==> src/rtl/mulsa_pkg.sv <==
// Package mulsa_pkg
// Shared types for the sequential shift-add multiplier.
package mulsa_pkg;

    // Controller phase: waiting for a request, or iterating.
    typedef enum logic {
        ST_IDLE = 1'b0,
        ST_RUN  = 1'b1
    } mul_state_e;

endpackage

==> src/rtl/mulsa_operand_prep.sv <==
// Module mulsa_operand_prep
// Turns the raw operands into the unsigned values the loop consumes.
// In signed mode each operand is replaced by its magnitude, and a flag records
// whether the final product must be negated. The magnitude of the most
// negative value is 2^(DATA_W-1), which still fits in DATA_W unsigned bits.
// Assumes: purely combinational, evaluated in the load cycle.
module mulsa_operand_prep #(
    parameter int DATA_W = 32
) (
    input  logic [DATA_W-1:0] op_a,
    input  logic [DATA_W-1:0] op_b,
    input  logic              signed_mode,
    output logic [DATA_W-1:0] mcand_mag,
    output logic [DATA_W-1:0] mplier_mag,
    output logic              flip_sign
);

    logic neg_a;
    logic neg_b;

    // Pick sign bits only when the operands are two's complement.
    always_comb begin
        neg_a = signed_mode & op_a[DATA_W-1];
        neg_b = signed_mode & op_b[DATA_W-1];
    end

    // Form magnitudes and the result-sign flag.
    always_comb begin
        mcand_mag  = neg_a ? (~op_a + 1'b1) : op_a;
        mplier_mag = neg_b ? (~op_b + 1'b1) : op_b;
        flip_sign  = neg_a ^ neg_b;
    end

endmodule

==> src/rtl/mulsa_step.sv <==
// Module mulsa_step
// One loop iteration in a single cycle. If bit 0 of the product register is
// set, the multiplicand is added to the upper half. The adder's carry and sum
// then become the new upper bits, as the whole register moves right by one.
// Assumes: the multiplier bits still unused occupy the low end of prod_q.
module mulsa_step #(
    parameter int DATA_W = 32
) (
    input  logic [2*DATA_W-1:0] prod_q,
    input  logic [DATA_W-1:0]   mcand,
    output logic [2*DATA_W-1:0] prod_d
);

    logic [DATA_W:0]   addend;
    logic [DATA_W:0]   upper_sum;

    // Conditional add of the multiplicand into the upper half, keeping the carry.
    always_comb begin
        addend    = prod_q[0] ? {1'b0, mcand} : '0;
        upper_sum = {1'b0, prod_q[2*DATA_W-1:DATA_W]} + addend;
    end

    // Right shift by one: carry enters bit 2*DATA_W-1, bit 0 is consumed.
    always_comb begin
        prod_d = {upper_sum, prod_q[DATA_W-1:1]};
    end

endmodule

==> src/rtl/mulsa_finish.sv <==
// Module mulsa_finish
// Produces the final result from the register value after the last step.
// Unsigned runs use that value as it stands. Signed runs stop one step early,
// so the magnitude product lies one position to the left of the final place.
// Bit 0 then holds the multiplier magnitude's top bit, which is set only for
// the most negative multiplier. In that case every lower bit was zero, and
// the magnitude product is the multiplicand shifted left by DATA_W-1.
// Assumes: flip_sign is never set on unsigned runs.
module mulsa_finish #(
    parameter int DATA_W = 32
) (
    input  logic [2*DATA_W-1:0] prod_last,
    input  logic [DATA_W-1:0]   mcand,
    input  logic                run_signed,
    input  logic                flip_sign,
    output logic [2*DATA_W-1:0] result
);

    localparam int PROD_W = 2 * DATA_W;

    logic [PROD_W-1:0] mcand_wide;
    logic [PROD_W-1:0] signed_mag;
    logic [PROD_W-1:0] magnitude;

    // Recover the signed-mode magnitude product.
    always_comb begin
        mcand_wide = {{DATA_W{1'b0}}, mcand};
        signed_mag = prod_last[0] ? (mcand_wide << (DATA_W - 1)) : (prod_last >> 1);
    end

    // Select by mode and apply the sign.
    always_comb begin
        magnitude = run_signed ? signed_mag : prod_last;
        result    = flip_sign ? (~magnitude + 1'b1) : magnitude;
    end

endmodule

==> src/rtl/mulsa_ctrl.sv <==
// Module mulsa_ctrl
// Sequences one multiplication. It accepts a start only while idle, captures
// the mode, loads the iteration count (DATA_W for unsigned, DATA_W-1 for
// signed) and counts down one per cycle. The done pulse is registered so
// that it appears together with the fall of busy.
// Assumes: DATA_W >= 2; synchronous active-low reset.
module mulsa_ctrl
    import mulsa_pkg::*;
#(
    parameter int DATA_W = 32
) (
    input  logic clk,
    input  logic rst_n,
    input  logic start,
    input  logic signed_mode,
    output logic busy,
    output logic done,
    output logic load,
    output logic step,
    output logic last,
    output logic run_signed
);

    localparam int CNT_W = $clog2(DATA_W + 1);

    mul_state_e        state_q;
    logic [CNT_W-1:0]  iter_q;
    logic              sgn_q;
    logic              done_q;

    // Decode the per-cycle actions from the phase and the counter.
    always_comb begin
        load = start && (state_q == ST_IDLE);
        step = (state_q == ST_RUN);
        last = step && (iter_q == CNT_W'(1));
    end

    // Advance phase, counter, captured mode and done pulse.
    always_ff @(posedge clk) begin
        if (!rst_n) begin
            state_q <= ST_IDLE;
            iter_q  <= '0;
            sgn_q   <= 1'b0;
            done_q  <= 1'b0;
        end else begin
            done_q <= last;
            if (load) begin
                state_q <= ST_RUN;
                sgn_q   <= signed_mode;
                iter_q  <= signed_mode ? CNT_W'(DATA_W - 1) : CNT_W'(DATA_W);
            end else if (step) begin
                iter_q <= iter_q - 1'b1;
                if (last) begin
                    state_q <= ST_IDLE;
                end
            end
        end
    end

    // Present the registered state.
    always_comb begin
        busy       = (state_q == ST_RUN);
        done       = done_q;
        run_signed = sgn_q;
    end

endmodule

==> src/rtl/shift_add_mul.sv <==
// Module shift_add_mul
// Multi-cycle multiplier with a single DATA_W-bit adder. The multiplier shares
// a 2*DATA_W-bit register with the growing product. One cycle loads it, then
// one add-and-shift iteration runs per cycle. The result register updates
// only when a run completes.
// Assumes: start is honoured only while busy is low; synchronous active-low reset.
module shift_add_mul #(
    parameter int DATA_W = 32
) (
    input  logic                clk,
    input  logic                rst_n,
    input  logic                start,
    input  logic                signed_mode,
    input  logic [DATA_W-1:0]   op_a,
    input  logic [DATA_W-1:0]   op_b,
    output logic                busy,
    output logic                done,
    output logic [2*DATA_W-1:0] product
);

    localparam int PROD_W = 2 * DATA_W;

    logic              load;
    logic              step;
    logic              last;
    logic              run_signed;
    logic [DATA_W-1:0] mcand_mag;
    logic [DATA_W-1:0] mplier_mag;
    logic              flip_now;

    logic [PROD_W-1:0] prod_q;
    logic [PROD_W-1:0] prod_d;
    logic [DATA_W-1:0] mcand_q;
    logic              flip_q;
    logic [PROD_W-1:0] final_val;
    logic [PROD_W-1:0] result_q;

    mulsa_ctrl #(.DATA_W(DATA_W)) u_ctrl (
        .clk         (clk),
        .rst_n       (rst_n),
        .start       (start),
        .signed_mode (signed_mode),
        .busy        (busy),
        .done        (done),
        .load        (load),
        .step        (step),
        .last        (last),
        .run_signed  (run_signed)
    );

    mulsa_operand_prep #(.DATA_W(DATA_W)) u_prep (
        .op_a        (op_a),
        .op_b        (op_b),
        .signed_mode (signed_mode),
        .mcand_mag   (mcand_mag),
        .mplier_mag  (mplier_mag),
        .flip_sign   (flip_now)
    );

    mulsa_step #(.DATA_W(DATA_W)) u_step (
        .prod_q (prod_q),
        .mcand  (mcand_q),
        .prod_d (prod_d)
    );

    mulsa_finish #(.DATA_W(DATA_W)) u_finish (
        .prod_last  (prod_d),
        .mcand      (mcand_q),
        .run_signed (run_signed),
        .flip_sign  (flip_q),
        .result     (final_val)
    );

    // Load operands on an accepted start, iterate while running, capture on the last step.
    always_ff @(posedge clk) begin
        if (!rst_n) begin
            prod_q   <= '0;
            mcand_q  <= '0;
            flip_q   <= 1'b0;
            result_q <= '0;
        end else if (load) begin
            prod_q  <= {{DATA_W{1'b0}}, mplier_mag};
            mcand_q <= mcand_mag;
            flip_q  <= flip_now;
        end else if (step) begin
            prod_q <= prod_d;
            if (last) begin
                result_q <= final_val;
            end
        end
    end

    // Drive the held result.
    always_comb begin
        product = result_q;
    end

endmodule

==> config.mk <==
export PLATFORM = sky130hd
export DESIGN_NAME = shift_add_mul
export DESIGN_NICKNAME = d
export VERILOG_FILES = /design/src/rtl/mulsa_pkg.sv /design/src/rtl/mulsa_operand_prep.sv /design/src/rtl/mulsa_step.sv /design/src/rtl/mulsa_finish.sv /design/src/rtl/mulsa_ctrl.sv /design/src/rtl/shift_add_mul.sv
export SDC_FILE = /design/constraint.sdc
export NUM_CORES = 1
export LEC_CHECK = 0
export BUFFER_PORTS_ARGS = -buffer_cell sky130_fd_sc_hd__buf_2
export CORE_ASPECT_RATIO = 1.5
export CORE_MARGIN = 2
export CORE_UTILIZATION = 40
export CTS_CLUSTER_SIZE = 8
export DETAILED_ROUTE_END_ITERATION = 10
export PLACE_DENSITY_LB_ADDON = 0.3
export SLEW_MARGIN = 5
export SYNTH_ARGS = -nofsm -noshare
export SYNTH_HDL_FRONTEND = slang
export SYNTH_SLANG_ARGS = --single-unit
==> constraint.sdc <==
create_clock -name clk -period 7 [get_ports clk]
set_clock_uncertainty 0.05 [all_clocks]
set_input_delay 0.35 -clock clk [delete_from_list [all_inputs] [get_ports clk]]
set_output_delay 0.35 -clock clk [all_outputs]
set_load 0.005 [all_outputs]
=== Word-level counts from Yosys, hierarchy flattened ===
Index checks and enable logic that the tools add are counted.

* Reductions and logical operators: 5
* Bitwise logic cells: 9
* Equality and inequality tests: 1
* Muxes and demuxes: 14
* Add/sub/neg operators: 5

{| class="wikitable"
|+ Operators with widths
! kind !! count
|-
| 32-bit 2-to-1 mux || 5
|-
| 64-bit 2-to-1 mux || 2
|-
| 32-bit by 1-bit adder with 32-bit output, second input constant || 2
|-
| 64-bit by 1-bit adder with 64-bit output, second input constant || 1
|-
| 32-bit NOT || 2
|-
| 64-bit NOT || 1
|-
| 63-bit 2-to-1 mux || 1
|-
| 32-bit by 32-bit adder with 33-bit output || 1
|-
| 6-bit 2-to-1 mux || 3
|-
| 6-bit by 1-bit == test with 1-bit output, second input constant || 1
|-
| 6-bit by 1-bit subtractor with 6-bit output, second input constant || 1
|-
| 1-bit 2-to-1 mux || 3
|-
| 1-bit NOT || 3
|-
| 3-bit AND reduction || 1
|-
| 1-bit bitwise AND || 2
|-
| 1-bit logical AND || 2
|-
| 2-bit nonzero test || 1
|-
| 2-bit OR reduction || 1
|-
| 1-bit XOR || 1
|}

* Logic and storage cells: 43
* Output and inout port bits: 66
* Bits of input ports: 68
* Bits in registers: 170

=== Longest topological paths before layout ===
Gate-level depths: netlist (run 1).

* Depth in word-level cells: 7
* Mapped depth: 20
* Gate-level depth less buffers: 15

=== Cells and area by module ===
From an unflattened synthesis (run 1), not the netlist that was laid out.

* Cells, all modules: 1643
* Area total of the unflattened synthesis: 13817.0 µm²

{| class="wikitable"
|+ By module, submodules not included
! module !! seq. area each (µm²) !! instances !! area each (µm²) !! cells an instance
|-
| shift_add_mul || 3223.1 || 1 || 6506.2 || 630
|-
| mulsa_finish || 0.0 || 1 || 3078.0 || 434
|-
| mulsa_step || 0.0 || 1 || 2187.1 || 295
|-
| mulsa_operand_prep || 0.0 || 1 || 1586.5 || 234
|-
| mulsa_ctrl || 180.2 || 1 || 459.2 || 50
|}

=== Least setup slack after synthesis (run 1) ===
OpenSTA, ideal clock, no wires.

* Path type: register -> register
* Start point: register u_ctrl.sgn_q (netlist: u_ctrl.run_signed)
* End point: register result_q[52] (netlist: product[52])
* Buffers on the path: 7
* Cell stages (with the launch flop): 21
* Setup time: 0.117 ns
* Required time: 6.833 ns
* Arrival time: 4.777 ns
* Setup slack: 2.056 ns
* Period minus slack after synthesis: 4.944 ns
* Cell sequence: dfxtp_1 buf_2 buf_2 buf_2 clkbuf_1 clkbuf_1 clkbuf_1 clkbuf_1 nor2_1 a21oi_1 ha_1 inv_1 nor4b_4 nand4b_1 nor4_2 nand4_1 nand3b_1 or4b_1 o31ai_1 xor2_1 o21ai_1

* Cells in the longest elaborated chain, start to end: 4

{| class="wikitable"
|+ Ends and longest elaborated chain
! element !! line !! RTL
|-
| start, declared || mulsa_ctrl.sv:28 || <nowiki>logic sgn_q;</nowiki>
|-
| start signal, assigned || mulsa_ctrl.sv:49 || <nowiki>sgn_q <= signed_mode;</nowiki>
|-
| 64-bit 2-to-1 mux * || mulsa_finish.sv:33 || <nowiki>magnitude = run_signed ? signed_mag : prod_last;</nowiki>
|-
| 64-bit NOT || mulsa_finish.sv:34 || <nowiki>result = flip_sign ? (~magnitude + 1'b1) : magnitude;</nowiki>
|-
| 64-bit by 1-bit adder with 64-bit output || mulsa_finish.sv:34 ||
|-
| 64-bit 2-to-1 mux * || mulsa_finish.sv:34 ||
|-
| end signal, assigned || shift_add_mul.sv:88 || <nowiki>result_q <= final_val;</nowiki>
|-
| end, declared || shift_add_mul.sv:36 || <nowiki>logic [PROD_W-1:0] result_q;</nowiki>
|}

Mark *: on every way between the ends. The rest lies on a longest branch, timed or not.
A chain may end at the register's enable or synchronous reset.

=== Final worst setup path (run 1) ===
* Start point: register prod_q[0]
* End point: register result_q[58] (netlist: product[58])

* Cells in the longest elaborated chain, start to end: 7

{| class="wikitable"
|+ Ends and longest elaborated chain
! element !! line !! RTL
|-
| start, declared || shift_add_mul.sv:31 || <nowiki>logic [PROD_W-1:0] prod_q;</nowiki>
|-
| start signal, assigned || shift_add_mul.sv:82 || <nowiki>prod_q <= {{DATA_W{1'b0}}, mplier_mag};</nowiki>
|-
| start signal, assigned || shift_add_mul.sv:86 || <nowiki>prod_q <= prod_d;</nowiki>
|-
| 32-bit 2-to-1 mux * || mulsa_step.sv:19 || <nowiki>addend = prod_q[0] ? {1'b0, mcand} : '0;</nowiki>
|-
| 32-bit by 32-bit adder with 33-bit output * || mulsa_step.sv:20 || <nowiki>upper_sum = {1'b0, prod_q[2*DATA_W-1:DATA_W]} + addend;</nowiki>
|-
| 63-bit 2-to-1 mux || mulsa_finish.sv:28 || <nowiki>signed_mag = prod_last[0] ? (mcand_wide << (DATA_W - 1)) : (prod_last >> 1);</nowiki>
|-
| 64-bit 2-to-1 mux * || mulsa_finish.sv:33 ||
|-
| 64-bit NOT || mulsa_finish.sv:34 ||
|-
| 64-bit by 1-bit adder with 64-bit output || mulsa_finish.sv:34 ||
|-
| 64-bit 2-to-1 mux * || mulsa_finish.sv:34 ||
|}

Marked as above.

==> qor.csv, run 1 <==
metric,value,unit
status,"finished, final reports clean",
route.detailed.drc,0,
ys_ff_latch,170,
pin_count,134,
worst_slew_pin_slew,1.03,ns
wl_per_cell,21.0,µm
die_w,152,µm
grt-ovfl-total,0,
layout_common_cells,"nor2_1, nand2_1, a21oi_1",
dr.pass1.iters,5,
hold_viol_final,0,
synth_top_flop_cell,dfxtp_1,
cts.reportedPaths.clkPinSlew,0.07,ns
critPathMaxFanout,25,
wirelength,47.8,mm
final_max_slew_viol_count,0,
crit_path_top_delay_cell,dfxtp_1,
stdcell_area,0.0145,mm²
dpl_cell_area,0.0139,mm²
min_to,mcand_q[0],
fin_tns_setup,0,ns
antenna_found_initial,0,
arrival,5.62,ns
grt_use_total,0.283,
syn_area,0.0131,mm²
clock.fmax,0.188,GHz
worst_setup_path_start_kind,flop,
rsz0062_at_grt,no,
cts_buffers,17,
slew-limit-headroom,0.314,
min-delay-start,op_a[0],
synthCells,1817,
holdPathStages,3,
fp.dieArea,0.0342,mm²
finalCritPeriodShare,0.758,
endpoint_kind,flop,
cts_sinks,170,
nets,1956,
instances_no_fill,2278,
syn-num-nets,1923,
core-area,0.0324,mm²
dpl.hpwl,36.2,mm
leakage,5.43,nW
worstReg2RegEnd,product[58],
n_antenna_cell,0,
ctsHoldBuffers,0,
via_count,13602,
die_h,225,µm
place_ws,1.88,ns
r2r-start,prod_q[0],
final.min_clock_period,5.31,ns
synth.distinct_cells,91,
drtIter0Drc,853,
cts_setup_buffers,0,
async_flop_share,0,
cts_tree,done,
grt_max_degree,88,
start_util,0.403,
vdd_drop_max,0.166,mV
reg2reg_slack,1.69,ns
ctsResizeCount,0,
synth_edf_count,0,
cts-htree-levels,4,
num_rows,81,
fin_ws,1.69,ns
powerDensity,184,mW/mm²
clk_latency,0.45,ns
reg2regPathDepth,15,
ys_seq_area_frac,0.260,
avgSynthCellArea,7.20,µm²
place.gp.congestion,0.961,
cp_cell_sequence,and2_1 -> ha_1 -> inv_1 -> fa_1 -> nand2b_2 -> a21o_1 -> a211oi_1 -> o211ai_1 -> o211ai_1 -> a21oi_1 -> or4b_1 -> or4_4 -> o41ai_2 -> xor2_1 -> a211oi_1,
fill_cells,3418,
setup_viol,0,
yosysWarnings,0,
cts_buffer_depth,2,
ant_nets,0,
drive_gt1_frac,0.125,
worstPathRequired,7.32,ns
syn_to_final_growth,10.8,%
cts_root_buffer,clkbuf_16,
crit_type,flop to flop,
maxCapViolations,0,
grt_pass1_wl,73.4,mm
hold_path_class,input port to flop,
max_stage_delay,0.86,ns
via_per_inst,5.97,
place_inst,2246,
grt_pass1_vias,13067,
portBuffers,133,
layout_commonest_cell,nor2_1,
[cell type report]
type / instances / area (µm²) / area share
clock buffers: 24 / 523 / 0.0361
clock inverters: 8 / 104 / 0.00716
flip-flops and latches: 170 / 3410 / 0.235
well taps: 415 / 519 / 0.0358
repair buffers: 149 / 786 / 0.0542
multi-input cells: 1472 / 9000 / 0.621
inverters: 40 / 153 / 0.0105
[kinds of logic after synthesis]
family	count (synthesis)	share of synthesized area
muxes	29	0.0230
AOI/OAI and AO/OA	577	0.289
adders and majority gates	38	0.0369
DFF	170	0.260
and+or+nand+nor	708	0.259
buffers and inverters	175	0.0524
xor gates and xnor gates	120	0.0804
[state kept, by name, indices dropped and copies added, names as in the netlist]
name,flops
prod_q,64
product,64
mcand_q,32
u_ctrl.iter_q,6
flip_q,1
u_ctrl.busy,1
u_ctrl.done,1
u_ctrl.run_signed,1
[synthesized netlist by cell type (all sizes together) (12+ instances only)]
cell / number / area (µm²)
a211oi: 87 / 671
or3: 28 / 175
o21ai: 109 / 553
nor4: 20 / 146
and2: 42 / 265
nor3: 58 / 295
a21oi: 170 / 858
mux2i: 21 / 210
and3: 13 / 81.3
nand3: 35 / 175
xnor2: 58 / 508
nor2b: 16 / 100
a22oi: 13 / 97.6
inv: 40 / 150
buf: 27 / 129
or2: 12 / 75.1
a31oi: 12 / 75.1
o21a: 13 / 98.9
a21o: 18 / 135
nand2: 191 / 717
nand4: 17 / 106
ha: 37 / 463
o31ai: 29 / 218
dfxtp: 170 / 3400
xor2: 62 / 543
clkbuf: 108 / 407
nor2: 229 / 862
o211ai: 20 / 155
nand2b: 19 / 121
a311oi: 16 / 140
[metal layers]
metal  track usage  routed length, µm
met2         0.539              25900
met4         0.191               3560
met5             0                  0
met3        0.0358               1730
met1         0.278              16600
[power breakdown]
part | internal (mW) | switching, mW
Clock | 0.596 | 0.408
Combinational | 0.208 | 0.360
Sequential | 1.01 | 0.0769
Total | 1.82 | 0.845
[worst max-delay path, delay by kind of cell, from the launching register on]
| family | cells | cell delay (ns) |
|---|---|---|
| compound gates | 7 | 1.89 |
| xor+xnor | 1 | 0.12 |
| buf+inv | 1 | 0.06 |
| simple gates | 4 | 1.66 |
| flops | 1 | 0.86 |
| fa+ha+maj | 2 | 0.57 |
[per-stage QoR]
| stage | hold WS (ns) | power (mW) | util |
|---|---|---|---|
| detailed placement | 0.393 | 1.68 | 0.428 |
| floorplan | 0.390 | 1.48 | - |
| global route | 0.147 | 2.79 | 0.447 |
| CTS | 0.122 | 2.68 | 0.447 |
| finish | 0.146 | 2.66 | 0.447 |
| global placement | 0.386 | 1.67 | 0.428 |
[worst max-delay path by stage]
stage                       from           to  slack (ns)  cells past startpoint
4_1_cts                prod_q[0]  product[58]        1.85                     15
3_3_place_gp           prod_q[0]  product[58]        1.98                     13
2_1_floorplan  u_ctrl.run_signed  product[52]        2.06                     20
5_1_grt                prod_q[0]  product[60]        1.39                     13
6_report               prod_q[0]  product[58]        1.69                     15
3_5_place_dp           prod_q[0]  product[58]        1.88                     15
Note: power is estimated with default switching activity, not from simulation.
==> run 2, diff against run 1 <==
==> constraint.sdc (replaced) <==
create_clock -name clk -period 4.3 [get_ports clk]
set_clock_uncertainty 0.05 [all_clocks]
set_input_delay 0.215 -clock clk [delete_from_list [all_inputs] [get_ports clk]]
set_output_delay 0.215 -clock clk [all_outputs]
set_load 0.005 [all_outputs]
==> run 2 against run 1 <==
Maximum frequency rose by 27%; power up 66%; via count is 5.6% higher; sequential share of layout area decreased by 2.5 points; count of clock-buffer cells in the layout decreased by 6; setup slack lost 1.6 ns; global-route usage grew 1.6 points; worst hold slack worse by 0.13 ns; critical path depth up 1; critical endpoint is now product[59]; largest cell class unchanged.
==> qor.csv, run 2 (synthesis results as in run 1) <==
metric,value,unit
status,"finished, final reports clean",
ant_nets,0,
vdd_drop_max,0.264,mV
arrival,4.50,ns
clk_latency,0.47,ns
stdcell_area,0.0162,mm²
syn_to_final_growth,24.2,%
cts_buffer_depth,2,
setup_viol,0,
crit_type,flop to flop,
num_rows,81,
cts.reportedPaths.clkPinSlew,0.07,ns
whs,0.0190,ns
dpl.hpwl,39.3,mm
dpl_cell_area,0.0151,mm²
layout_common_cells,"nor2_1, nand2_1, buf_4",
powerDensity,272,mW/mm²
grt_max_degree,84,
start_util,0.403,
hold_path_class,input port to flop,
grt_use_total,0.299,
hold_viol_final,0,
cts_tree,done,
worst_setup_path_start_kind,flop,
via_per_inst,5.86,
core-area,0.0324,mm²
drtIter0Drc,787,
wirelength,50.4,mm
final.min_clock_period,4.19,ns
dr.pass1.iters,5,
fill_cells,3307,
via_count,14366,
power,4.41,mW
fp.dieArea,0.0342,mm²
antenna_found_initial,0,
nets,2130,
grt_pass1_vias,14093,
clock.fmax,0.239,GHz
worst_slew_pin_slew,0.946,ns
die_w,152,µm
route.detailed.drc,0,
grt-ovfl-total,0,
n_antenna_cell,0,
cts_root_buffer,clkbuf_16,
cts_sinks,170,
maxCapViolations,0,
portBuffers,133,
leakage,6.30,nW
die_h,225,µm
layout_commonest_cell,nor2_1,
finalCritPeriodShare,0.974,
cts_buffers,17,
grt_pass1_wl,77.0,mm
pin_count,134,
drive_gt1_frac,0.227,
place.gp.congestion,0.986,
critPathMaxFanout,8,
final_max_slew_viol_count,0,
endpoint_kind,flop,
slew-limit-headroom,0.364,
cts-htree-levels,4,
wl_per_cell,20.6,µm
worstPathRequired,4.61,ns
## run 2: repair_timing
item                                    in CTS  in global routing
hold buffers                                 4                  0
buffers inserted                             4                  7
pin swaps                                    7                 22
gates resized for setup                     25                 61
endpoints found under the setup margin      15                 16
hold endpoints to repair                     4                  0
## run 2: final timing paths
path / start / to / slack [ns] / cells past startpoint
worst min-delay path: op_a[18] / mcand_q[18] / 0.02 / 3
worst max-delay path: prod_q[0] / product[59] / 0.11 / 16
worst max register to register: prod_q[0] / product[59] / 0.11 / 16
worst min register to register: product[14] / product[14] / 0.40 / 2
## run 2: layer usage
metal,wire length [µm],track usage,vias to the layer above
met2,26200,0.540,381
li1,-,-,6973
met5,0,0,-
met4,5590,0.289,0
met1,17300,0.285,6811
met3,1300,0.0362,201
## run 2: final cells by class
class / count / area, µm² / share of cell area
multi-input combinational: 1472 / 9420 / 0.580
clock inverter: 14 / 135 / 0.00832
sequential: 170 / 3410 / 0.210
timing repair buffer: 323 / 2160 / 0.133
tap: 415 / 519 / 0.0320
clock buffer: 18 / 439 / 0.0270
inverter: 40 / 153 / 0.00940
## run 2: critical path: stages, from the launching register on
cell and delay [ns]:
dfxtp_4 0.39, buf_6 0.15, and2_1 0.16, ha_4 0.28
buf_4 0.13, nand4_1 0.18, a211oi_4 0.45, or2_4 0.19
a311oi_1 0.10, a221o_1 0.32, or4b_4 0.51, buf_6 0.15
nor4_4 0.38, buf_4 0.19, a21oi_1 0.07, xnor2_1 0.17
o21ba_2 0.20
## run 2: metrics by stage
stage                     std cells  setup slack, ns  setup TNS, ns  utilization
after global placement         2405           -0.311          -2.93        0.467
after floorplan                1817           0.0160              0            -
after global routing           2452          -0.0138        -0.0225        0.501
after CTS                      2445          0.00416              0        0.491
after detailed placement       2405           -0.400          -3.59        0.467
final                          2452            0.113              0        0.501
## run 2: where the power goes
part / internal, mW / switching [mW] / leakage [nW] / total [mW]
Sequential: 1.65 / 0.114 / 1.39 / 1.76
Clock: 0.826 / 0.736 / 0.282 / 1.56
Combinational: 0.445 / 0.645 / 4.63 / 1.09
Total: 2.92 / 1.49 / 6.30 / 4.41
